--- src/rtl/sclk_prescale_pkg.sv ---
package sclk_prescale_pkg;

    localparam int PRE_W  = 4;   // holds first-stage terminal count (max 9)
    localparam int POST_W = 3;   // holds second-stage terminal count (max 7)

    typedef enum logic [1:0] {
        PRE_DIV2  = 2'd0,
        PRE_DIV4  = 2'd1,
        PRE_DIV7  = 2'd2,
        PRE_DIV10 = 2'd3
    } pre_code_e;

    typedef enum logic [1:0] {
        POST_DIV2  = 2'd0,
        POST_DIV4  = 2'd1,
        POST_DIV8  = 2'd2,
        POST_DIV8X = 2'd3
    } post_code_e;

    typedef struct packed {
        pre_code_e  pre;
        post_code_e post;
    } div_cfg_t;

    // terminal count (ratio - 1) of the first stage
    function automatic logic [PRE_W-1:0] pre_last(pre_code_e c);
        case (c)
            PRE_DIV2:  return PRE_W'(1);
            PRE_DIV4:  return PRE_W'(3);
            PRE_DIV7:  return PRE_W'(6);
            default:   return PRE_W'(9);
        endcase
    endfunction

    // terminal count of the second stage; the spare code aliases divide by 8
    function automatic logic [POST_W-1:0] post_last(post_code_e c);
        case (c)
            POST_DIV2: return POST_W'(1);
            POST_DIV4: return POST_W'(3);
            default:   return POST_W'(7);
        endcase
    endfunction

    // count at which the first half period ends
    function automatic logic [POST_W-1:0] post_half(post_code_e c);
        case (c)
            POST_DIV2: return POST_W'(0);
            POST_DIV4: return POST_W'(1);
            default:   return POST_W'(3);
        endcase
    endfunction

endpackage

--- src/rtl/sclk_pre_divider.sv ---
module sclk_pre_divider #(
    parameter int W = 4
) (
    input  logic         clk,
    input  logic         rst,
    input  logic         run,
    input  logic         restart,
    input  logic [W-1:0] last,
    output logic         tick
);
    logic [W-1:0] cnt;

    always_ff @(posedge clk) begin
        if (rst || !run || restart) begin
            cnt <= '0;
        end else if (cnt == last) begin
            cnt <= '0;
        end else begin
            cnt <= cnt + W'(1);
        end
    end

    assign tick = run && !restart && (cnt == last);
endmodule

--- src/rtl/sclk_post_divider.sv ---
module sclk_post_divider #(
    parameter int W = 3
) (
    input  logic         clk,
    input  logic         rst,
    input  logic         run,
    input  logic         restart,
    input  logic         step,
    input  logic [W-1:0] last,
    input  logic [W-1:0] half,
    output logic         lead_hit,
    output logic         trail_hit
);
    logic [W-1:0] cnt;

    always_ff @(posedge clk) begin
        if (rst || !run || restart) begin
            cnt <= '0;
        end else if (step) begin
            cnt <= (cnt == last) ? '0 : cnt + W'(1);
        end
    end

    assign lead_hit  = step && (cnt == half);
    assign trail_hit = step && (cnt == last);
endmodule

--- src/rtl/sclk_prescaler.sv ---
module sclk_prescaler
    import sclk_prescale_pkg::*;
(
    input  logic       clk,
    input  logic       rst,
    input  logic       clk_en,
    input  logic [1:0] pre_sel,
    input  logic [1:0] post_sel,
    input  logic       clk_inv,
    output logic       bit_tick,
    output logic       lead_stb,
    output logic       sclk_out
);
    div_cfg_t cfg_now, cfg_q;
    logic     restart;
    logic     pre_tick, lead_hit, trail_hit;
    logic     lead_q, trail_q, level_q;

    assign cfg_now = '{pre: pre_code_e'(pre_sel), post: post_code_e'(post_sel)};
    assign restart = (cfg_now != cfg_q);

    sclk_pre_divider #(.W(PRE_W)) u_pre (
        .clk     (clk),
        .rst     (rst),
        .run     (clk_en),
        .restart (restart),
        .last    (pre_last(cfg_now.pre)),
        .tick    (pre_tick)
    );

    sclk_post_divider #(.W(POST_W)) u_post (
        .clk       (clk),
        .rst       (rst),
        .run       (clk_en),
        .restart   (restart),
        .step      (pre_tick),
        .last      (post_last(cfg_now.post)),
        .half      (post_half(cfg_now.post)),
        .lead_hit  (lead_hit),
        .trail_hit (trail_hit)
    );

    always_ff @(posedge clk) begin
        if (rst) begin
            cfg_q   <= '{pre: PRE_DIV2, post: POST_DIV2};
            lead_q  <= 1'b0;
            trail_q <= 1'b0;
            level_q <= 1'b0;
        end else begin
            cfg_q <= cfg_now;
            if (!clk_en || restart) begin
                lead_q  <= 1'b0;
                trail_q <= 1'b0;
                level_q <= 1'b0;
            end else begin
                lead_q  <= lead_hit;
                trail_q <= trail_hit;
                if (lead_hit) begin
                    level_q <= 1'b1;
                end else if (trail_hit) begin
                    level_q <= 1'b0;
                end
            end
        end
    end

    assign bit_tick = trail_q;
    assign lead_stb = lead_q;
    assign sclk_out = level_q ^ clk_inv;
endmodule

--- config.mk ---
export PLATFORM = sky130hd
export DESIGN_NAME = sclk_prescaler
export DESIGN_NICKNAME = d
export VERILOG_FILES = /design/src/rtl/sclk_prescale_pkg.sv /design/src/rtl/sclk_pre_divider.sv /design/src/rtl/sclk_post_divider.sv /design/src/rtl/sclk_prescaler.sv
export SDC_FILE = /design/constraint.sdc
export NUM_CORES = 1
export LEC_CHECK = 0
export BUFFER_PORTS_ARGS = -buffer_cell sky130_fd_sc_hd__buf_4
export CAP_MARGIN = 30
export CORE_MARGIN = 2
export CORE_UTILIZATION = 55
export CTS_BUF_LIST = sky130_fd_sc_hd__clkbuf_8
export DETAILED_ROUTE_END_ITERATION = 8
export GPL_TIMING_DRIVEN = 1
export PLACE_DENSITY = 0.77
export SYNTH_ARGS = -nofsm -noshare
export SYNTH_HDL_FRONTEND = slang
export SYNTH_SLANG_ARGS = --single-unit
export TNS_END_PERCENT = 5
--- constraint.sdc ---
create_clock -name clk -period 2.47 [get_ports clk]
set_clock_uncertainty 0.05 [all_clocks]
set_input_delay 0.3705 -clock clk [delete_from_list [all_inputs] [get_ports clk]]
set_output_delay 0.3705 -clock clk [all_outputs]
set_load 0.1 [all_outputs]
Word level (Yosys, flattened, before mapping):

Cells that the tools add are included.

* register bits: 14
* input bits: 8
* output and inout port bits: 3
* word-level logic and storage cells: 37

* $add $sub $neg: 2
* eq/ne operators: 7
* muxes and demuxes: 6
* bitwise operators: 1
* reduce and logical (&&, ||, !) cells: 14

Operators with widths (count)
* $pmux 4 s3: 1
* $pmux 3 s2: 1
* $add 4x1->4 const B: 1
* $eq 2x1->1 const B: 2
* $eq 4x4->1: 1
* $logic_and 1x1->1: 4
* $logic_not 2->1: 2
* $ne 4x4->1: 1
* $pmux 2 s2: 1
* $reduce_or 2->1: 2
* $add 3x1->3 const B: 1
* $eq 3x2->1: 1
* $eq 3x3->1: 1
* $logic_or 1x1->1: 3
* $mux 3: 1
* $eq 2x2->1 const B: 1
* $logic_not 1->1: 2
* $mux 1: 2
* $reduce_bool 2->1: 1
* $xor 1x1->1: 1

Logic depth before layout (Yosys ltp):

Gate-level depths: netlist (run 1).

* depth in word-level cells: 7
* mapped depth: 7
* gate-level depth less buffers: 7

By module:

From an unflattened synthesis (run 1), not the netlist that was laid out.

* cells, all modules: 82
* area, all modules: 793.3 um^2

By module, submodules not included
* sclk_prescaler: times used 1, cells each 34, area each 326.6 um^2, sequential area each 140.1 um^2
* sclk_post_divider: times used 1, cells each 29, area each 264.0 um^2, sequential area each 60.1 um^2
* sclk_pre_divider: times used 1, cells each 19, area each 202.7 um^2, sequential area each 80.1 um^2

Worst setup path after synthesis (run 1):

Ideal clock, no wire load.

* path type: input-to-output
* start point: in clk_inv
* end point: out sclk_out
* arrival: 1.787 ns
* required time: 2.049 ns
* slack: 0.263 ns
* stages on the path: 1
* path buffers: 0
* cells stage by stage: xor2_1

* cells in the longest elaborated chain, start to end: 1

Ends and longest elaborated chain
* start, declared: line sclk_prescaler.sv:9 `input logic clk_inv,`
* $xor 1x1->1: line sclk_prescaler.sv:69 `assign sclk_out = level_q ^ clk_inv;`
* end, declared: line sclk_prescaler.sv:12 `output logic sclk_out`

Every way passes these cells.

Worst setup path in the final report (run 1):

* start point: in pre_sel[0]
* end point: reg u_post.cnt[2]

* cells in the longest elaborated chain, start to end: 4
* elaborated cells between the ends (all ways): 10
* classes of those cells: 4 x eq/ne; 1 x mux; 5 x reduce/logical

Ends and longest elaborated chain
* start, declared: line sclk_prescaler.sv:7 `input logic [1:0] pre_sel,`
* $eq 2x2->1, or another cell as far along: line sclk_prescale_pkg.sv:27 `case (c)`
* $pmux 4 s3 or $logic_not 1->1 (tied branches): line sclk_prescale_pkg.sv:27, sclk_pre_divider.sv:23
* $eq 4x4->1 or $logic_and 1x1->1 (tied branches): line sclk_pre_divider.sv:23 `assign tick = run && !restart && (cnt == last);`
* $logic_and 1x1->1: line sclk_pre_divider.sv:23
* end signal, assigned: line sclk_post_divider.sv:20 `cnt <= (cnt == last) ? '0 : cnt + W'(1);`
* end, declared: line sclk_post_divider.sv:14 `logic [W-1:0] cnt;`

Several ways; a longest one is shown, not always the timed one.
A chain may end at the register's enable or synchronous reset.

==> results of run 1 <==
-- through the flow --
step	hold slack (ns)	utilization (%)
floorplan	0.382	-
global placement	0.407	64.8
detailed placement	0.409	64.8
CTS	0.298	68.0
global route	0.308	68.0
finish	0.304	68.0
-- kinds of logic after synthesis --
family	synth area share, %
adders and majority gates	6.84
DFF	38.3
xor gates and xnor gates	14.0
AOI/OAI and AO/OA	9.74
buffers and inverters	2.56
muxes	1.37
and+or+nand+nor	27.2
-- power groups by stage --
stage / combinational (mW) / clock [mW] / sequential (mW)
6_report: 0.0479 / 0.178 / 0.232
5_1_grt: 0.0522 / 0.190 / 0.232
4_1_cts: 0.0485 / 0.186 / 0.232
3_5_place_dp: 0.0482 / 0 / 0.237
3_3_place_gp: 0.0477 / 0 / 0.236
2_1_floorplan: 0.0311 / 0 / 0.236
-- metal layers --
layer | part of all wire (%) | track usage (%) | vias to the layer above
li1 | - | - | 267
met1 | 46 | 19.3 | 229
met2 | 46 | 28.2 | 10
met3 | 5.2 | 6.67 | 4
met4 | 2.5 | 10.0 | 0
met5 | 0 | 0 | -
-- layout by cell type (no fill, tap or decap), types with 2 or more instances in the layout --
cell      instances
clkbuf_8          3
xor2_1            6
inv_1             4
o21ai_0           2
or2b_1            2
ha_1              4
nor4_1            2
buf_4            10
dfxtp_1          14
nor2b_1           3
nand2_1           2
a21oi_1           2
nor2_1            7
xnor2_1           2
-- worst max-delay path, delay by kind of cell --
family	cells	cell delay (ns)
buffers and inverters	2	0.15
adder cells (fa/ha/maj)	1	0.31
XOR/XNOR	1	0.14
AO/OA/AOI/OAI	2	0.25
AND/OR/NAND/NOR	2	0.72
-- state kept, by name, indices dropped and copies added, names as in the netlist --
register and cells:
level_q 1, u_pre.cnt 4, u_post.cnt 3, cfg_q 4, bit_tick 1, lead_stb 1
-- layout make-up --
class	count	area (um^2)
Tap cell	15	18.8
Clock buffer	3	41.3
Timing Repair Buffer	10	75.1
Multi-Input combinational cell	52	433
Fill cell	99	405
Sequential cell	14	280
Inverter	4	15.0
-- worst max-delay path by stage --
stage / from / endpoint / slack [ns] / cells after the start
after floorplan: clk_inv / sclk_out / 0.26 / 1
after global placement: pre_sel[0] / u_post.cnt[2]$_SDFFE_PP0P_ / 0.43 / 8
after detailed placement: pre_sel[0] / u_post.cnt[2]$_SDFFE_PP0P_ / 0.39 / 8
after CTS: pre_sel[0] / u_post.cnt[2]$_SDFFE_PP0P_ / 0.65 / 8
after global routing: pre_sel[0] / u_post.cnt[2]$_SDFFE_PP0P_ / 0.52 / 8
final: pre_sel[0] / u_post.cnt[2]$_SDFFE_PP0P_ / 0.65 / 8
==> flow_metrics.tcl, run 1 <==
set metrics [dict create \
    grt-ovfl-total 0 \
    post_cts_buffers 0 \
    cp.required_ns 2.60 \
    cts_tree "done" \
    r2r-end "u_post.cnt[2]$_SDFFE_PP0P_" \
    grt_max_degree 10 \
    hold_viol_final 0 \
    ys.flop_type "dfxtp_1" \
    fmax_mhz 549 \
    power.density_nw_per_um2 530 \
    cts_buffers 3 \
    place.gp.congestion 0.717 \
    chipHeight_um 40.5 \
    p_total_uw 458 \
    post-route-period-util_pct 73.8 \
    seq_area_frac_synth_pct 38.3 \
    drive_gt1_share_pct 25.3 \
    dp_cells 95 \
    hold_depth 2 \
    synth.top_cell.area_share_pct 38.3 \
    clk_pin_slew_ns 0.05 \
    drc 0 \
    status "complete, no violations" \
    worstMarginPinSlew_ns 0.345 \
    start_kind "input pin" \
    period_needed_ns 1.82 \
    syn_nets 83 \
    placed_area_um2 822 \
    final_nets 97 \
    viasPerCell 5.20 \
    track_usage_pct 17.5 \
    port_buffers 10 \
    synth_cell_types 33 \
    io-pin-count 11 \
    initial_core_util_pct 57.7 \
    worstHoldEndpoint "cfg_q[2]$_SDFF_PP0_" \
    core_area_um2 1270 \
    r2r_cells 5 \
    ys_ff_latch 14 \
    die_x_um 40.5 \
    yosys-top-cells-count "dfxtp_1, nor2_1, xor2_1, ha_1, inv_1" \
    cts_num_sinks 14 \
    pwr-share-clk_pct 38.9 \
    slew_violations 0 \
    vias 510 \
    synth_edf_count 0 \
    grt_pass1_wl_um 1820 \
    worstHoldStart "rst" \
    path_class "input pin to flip-flop" \
    drt_iter0_markers 3 \
    fin_setup_tns_ns 0 \
    p_int_uw 358 \
    endpoint_kind "flip-flop" \
    wl_per_cell_um 11.4 \
    cts_buffer_depth 2 \
    final_cells 98 \
    post-synth-top-count-cell "dfxtp_1" \
    synthArstFlopShare_pct 0 \
    seqPwrFrac_pct 50.6 \
    timing.rr.start "u_pre.cnt[0]$_SDFF_PP0_" \
    antenna_found_initial 0 \
    fin_area_um2 863 \
    htree_levels 1 \
    slew_headroom_pct 77.0 \
    post-dp-hpwl_um 876 \
    cpPeakStageDelay_ns 0.49 \
    ir_drop_uv 598 \
    synthToLayoutAreaGrowth_pct 17.9 \
    rows 13 \
    p_switching_uw 100 \
    ff2ff_setup_slack_ns 0.78 \
    setup_ws_ns 0.648 \
    grt_pass1_vias 467 \
    post_cts_resized 0 \
    drtAntennaViolNets 0 \
    setup_viol 0 \
    wl_um 1120 \
    cp_slowest_cell "or4b_1" \
    max-cap-violations 0 \
    die_area_um2 1640 \
    hold_path.class "input pin to flip-flop" \
    p_comb_share_pct 10.5 \
    grt_setup_unrepaired "false" \
    clk_latency_ns 0.24 \
    ctsHoldBuffers 0 \
    worstPathMaxFanout 7 \
    leakagePower_nw 0.371 \
    firstDrtPassIters 4 \
    cts_root_buffer "clkbuf_8" \
    worstPathArrival_ns 1.95 \
    antenna_cells 0 \
    swShare_pct 21.9 \
    avgSynthCellArea_um2 10.3 \
    synth_top_area_cell "dfxtp_1" \
    dp_slack_ns 0.394 \
    path_cells "buf_4, inv_1, ha_1, xor2_2, o211ai_2, nand4b_4, or4b_1, a21oi_1" \
    syn_area_um2 732 \
    syn_inst 71 \
    yosysWarnings 0 \
    synth_area_leaders "dfxtp_1, xor2_1, ha_1" \
]
No activity file was read; power rests on OpenSTA's default activity.
==> inputs of run 2 (changes only) <==
- CORE_UTILIZATION: 55 -> 51
- PLACE_DENSITY: 0.77 -> 0.75
- clock period: 2.47 -> 1.6 ns (I/O delays scaled with it)
==> flow_metrics.tcl, run 2 (synthesis results as in run 1) <==
set metrics [dict create \
    status "complete, but fails checks" \
    violations "setup timing" \
    wl_per_cell_um 14.7 \
    grt_max_degree 10 \
    multiInputGateArea_um2 475 \
    r2r-end "u_post.cnt[2]$_SDFFE_PP0P_" \
    final_common_cell "buf_4" \
    timing.critical_path.depth 5 \
    crit_buf_inv 0 \
    viasPerCell 5.44 \
    hold_path.class "input pin to flip-flop" \
    hold_viol_final 0 \
    ctsHoldBuffers 0 \
    cp.required_ns 1.73 \
    ir_drop_uv 519 \
    setup_ws_ns -0.00349 \
    cts_num_sinks 14 \
    clk_latency_ns 0.25 \
    slew_headroom_pct 78.9 \
    clk_pin_slew_ns 0.06 \
    drtAntennaViolNets 0 \
    core_area_um2 1320 \
    cts_buffer_depth 2 \
    track_usage_pct 19.7 \
    final_nets 105 \
    endpoint "u_post.cnt[2]$_SDFFE_PP0P_" \
    r2r_cells 5 \
    fillers 103 \
    post_cts_buffers 0 \
    worstPathMaxFanout 2 \
    die_area_um2 1750 \
    synthToLayoutAreaGrowth_pct 34.5 \
    endpoint_kind "flip-flop" \
    wl_um 1570 \
    vias 582 \
    firstDrtPassIters 4 \
    htree_levels 1 \
    crit_family "simple AND/OR/NAND/NOR gates" \
    leakagePower_nw 0.425 \
    cts_root_buffer "clkbuf_8" \
    fin_area_um2 985 \
    drive_gt1_share_pct 43.5 \
    cpPeakStageDelay_ns 0.50 \
    dp_cells 103 \
    worstMarginPinSlew_ns 0.314 \
    worstPathArrival_ns 1.73 \
    post-dp-hpwl_um 1070 \
    period_needed_ns 1.60 \
    drc 0 \
    io-pin-count 11 \
    grt_pass1_wl_um 2500 \
    layout_common_cells "buf_4, dfxtp_1, nor2_1" \
    fmax_mhz 624 \
    antenna_found_initial 0 \
    cts_buffers 3 \
    cts_tree "done" \
    max-cap-violations 0 \
    chipHeight_um 41.9 \
    die_x_um 41.9 \
    crit_start "cfg_q[2]$_SDFF_PP0_" \
    start_kind "flip-flop" \
    regArea_um2 285 \
    hold_depth 2 \
    slew_violations 0 \
    ff2ff_setup_slack_ns -0.003 \
    power.density_nw_per_um2 809 \
    grt_pass1_vias 557 \
    post-route-period-util_pct 100 \
    port_buffers 10 \
    path_cells "xor2_1, nor3_2, nand4b_4, or4b_1, a21oi_2" \
    final_core_util_pct 74.7 \
    antenna_cells 0 \
    grt_setup_unrepaired "true" \
    drt_iter0_markers 10 \
    rows 13 \
    place.gp.congestion 0.793 \
    path_class "flip-flop to flip-flop" \
    setup_viol 1 \
    final_cells 107 \
    timing.rr.start "cfg_q[2]$_SDFF_PP0_" \
    grt-ovfl-total 0 \
    cp_slowest_cell "or4b_1" \
    placed_area_um2 890 \
    initial_core_util_pct 55.6 \
    reg.largest.list "cfg_q (4), u_pre.cnt (4), u_post.cnt (3)" \
]
run 2: cell type report:
type	instances	share of cell area (%)
Clock buffer	4	5.59
Inverter	4	1.52
Tap cell	15	1.91
Timing Repair Buffer	18	13.7
Sequential cell	14	29.0
Multi-Input combinational cell	52	48.3
run 2: repair_timing:
item | 4_1_cts | 5_1_grt
pin swaps | 2 | 0
endpoints found under the setup margin | 1 | 2
resized for setup | 1 | 9
run 2: through the flow:
| step | hold WS (ns) | worst slack [ns] | total power [mW] | TNS (ns) |
|---|---|---|---|---|
| after floorplan | 0.318 | -0.163 | 0.413 | -0.163 |
| after global placement | 0.423 | -0.216 | 0.445 | -0.421 |
| after detailed placement | 0.435 | -0.292 | 0.448 | -0.622 |
| after CTS | 0.174 | -0.00419 | 0.801 | -0.00419 |
| after global routing | 0.191 | -0.0436 | 0.837 | -0.0436 |
| final | 0.188 | -0.00349 | 0.797 | -0.00349 |
run 2: layer usage:
layer / GRT usage [%] / up-vias / wire (um)
met2: 30.0 / 14 / 794
met1: 23.9 / 278 / 691
met5: 0 / - / 0
met3: 7.83 / 2 / 67
met4: 9.68 / 0 / 17
li1: - / 288 / -
run 2: how the worst min path moves through the flow:
stage                                     end   startpoint  slack (ns)
after floorplan           cfg_q[0]$_SDFF_PP0_  post_sel[0]        0.32
after CTS                 cfg_q[2]$_SDFF_PP0_          rst        0.17
after global placement    cfg_q[2]$_SDFF_PP0_          rst        0.42
final                     cfg_q[2]$_SDFF_PP0_          rst        0.19
after detailed placement  cfg_q[2]$_SDFF_PP0_          rst        0.44
after global routing      cfg_q[2]$_SDFF_PP0_          rst        0.19
run 2: where the power goes:
group          internal (mW)  switching [mW]
clock                  0.218           0.130
combinational         0.0406          0.0506
sequential             0.354         0.00251
==> inputs of run 3 (changes only) <==
- CORE_UTILIZATION: 51 -> 48
- CTS_BUF_LIST: sky130_fd_sc_hd__clkbuf_8 -> sky130_fd_sc_hd__clkbuf_16
- PLACE_DENSITY: 0.75 -> 0.72
==> flow_metrics.tcl, run 3 (synthesis results as in run 1) <==
set metrics [dict create \
    slew_headroom_pct 75.4 \
    cts_root_buffer "clkbuf_16" \
    firstDrtPassIters 2 \
    fillers 121 \
    grt_pass1_wl_um 2160 \
    initial_core_util_pct 49.7 \
    track_usage_pct 15.9 \
    drc 0 \
    setup_ws_ns -0.00381 \
    cts_tree "done" \
    final_nets 104 \
    endpoint_kind "flip-flop" \
    max-cap-violations 0 \
    vias 551 \
    synthToLayoutAreaGrowth_pct 33.7 \
    period_needed_ns 1.60 \
    setup_viol 1 \
    power.density_nw_per_um2 917 \
    clk_pin_slew_ns 0.04 \
    grt_max_degree 10 \
    layout_common_cells "buf_4, dfxtp_1, nor2_1" \
    cts_buffers 3 \
    grt_setup_unrepaired "true" \
    ctsHoldBuffers 0 \
    violations "setup timing" \
    dp_cells 103 \
    leakagePower_nw 0.422 \
    die_x_um 43.1 \
    place.gp.congestion 0.703 \
    hold_viol_final 0 \
    antenna_found_initial 0 \
    htree_levels 1 \
    drtAntennaViolNets 0 \
    clk_latency_ns 0.24 \
    drt_iter0_markers 4 \
    holdWs_ns 0.185 \
    port_buffers 10 \
    final_cells 106 \
    post-dp-hpwl_um 922 \
    p_total_uw 898 \
    cts_num_sinks 14 \
    cp.required_ns 1.72 \
    wl_um 1320 \
    status "complete, but fails checks" \
    worstPathMaxFanout 2 \
    die_area_um2 1850 \
    path_class "flip-flop to flip-flop" \
    fin_area_um2 978 \
    slew_violations 0 \
    grt_pass1_vias 531 \
    drive_gt1_share_pct 36.7 \
    ir_drop_uv 537 \
    fmax_mhz 624 \
    io-pin-count 11 \
    reg.largest.list "cfg_q (4), u_pre.cnt (4), u_post.cnt (3)" \
    wl_per_cell_um 12.5 \
    antenna_cells 0 \
    final_common_cell "buf_4" \
    core_area_um2 1470 \
    worstPathArrival_ns 1.73 \
    hold_path.class "input pin to flip-flop" \
    start_kind "flip-flop" \
    post_cts_buffers 0 \
    worstMarginPinSlew_ns 0.369 \
    viasPerCell 5.20 \
    placed_area_um2 883 \
    chipHeight_um 43.1 \
    post-route-period-util_pct 100 \
    rows 14 \
    grt-ovfl-total 0 \
    cts_buffer_depth 2 \
]
run 3: cell types whose count changed in the layout (fill, tap and decap cells not counted):
cell / before / now
buf_4: 18 / 17
clkbuf_16: 0 / 3
clkbuf_8: 4 / 0
dfxtp_1: 10 / 14
dfxtp_2: 4 / 0
nor3b_1: 0 / 1
nor3b_4: 1 / 0
o41ai_1: 0 / 1
o41ai_2: 1 / 0
or4b_1: 1 / 0
or4b_4: 0 / 1
run 3: cell type report:
cell class	instances	area (um^2)	area share, %
sequential	14	280	28.6
timing repair buffer	17	128	13.0
tap	16	20.0	2.05
inverter	4	15.0	1.53
clock buffer	3	75.1	7.67
multi-input combinational	52	460	47.1
run 3: layer usage:
metal	vias to the layer above	part of all wire, %	GRT usage (%)
met5	-	0	0
met4	0	0.61	9.09
met3	2	3.9	4.26
met2	9	47	26.7
met1	256	48	18.0
li1	284	-	-
run 3: stage by stage:
stage               TNS [ns]  worst slack, ns  utilization [%]
floorplan             -0.163           -0.163                -
global placement      -0.359           -0.216             60.0
detailed placement    -0.459           -0.255             60.0
CTS                        0           0.0101             66.0
global route         -0.0547          -0.0547             66.5
finish              -0.00381         -0.00381             66.5
run 3: what timing repair did:
action,4_1_cts,5_1_grt
cloned,0,0
resized for setup,1,3
pin swaps,2,2
setup endpoints to repair,1,1
run 3: power by group:
group	total, mW	internal [mW]	switching [mW]	leakage [nW]
combinational	0.0850	0.0381	0.0469	0.271
sequential	0.359	0.356	0.00260	0.114
clock	0.454	0.326	0.129	0.0370
run 3: path summary, 6_finish.rpt:
check | start | to | slack (ns) | cells past startpoint
worst max-delay path | cfg_q[0]$_SDFF_PP0_ | u_post.cnt[2]$_SDFFE_PP0P_ | -0.004 | 5
worst min register to register | u_pre.cnt[0]$_SDFF_PP0_ | u_pre.cnt[0]$_SDFF_PP0_ | 0.48 | 2
worst min-delay path | rst | cfg_q[2]$_SDFF_PP0_ | 0.19 | 2
worst max register to register | cfg_q[0]$_SDFF_PP0_ | u_post.cnt[2]$_SDFFE_PP0P_ | -0.004 | 5
run 3: worst max-delay path: stages (launching register included):
cell	delay [ns]
dfxtp_1	0.30
xor2_1	0.16
nor3_2	0.27
nand4b_4	0.14
or4b_4	0.50
a21oi_2	0.12
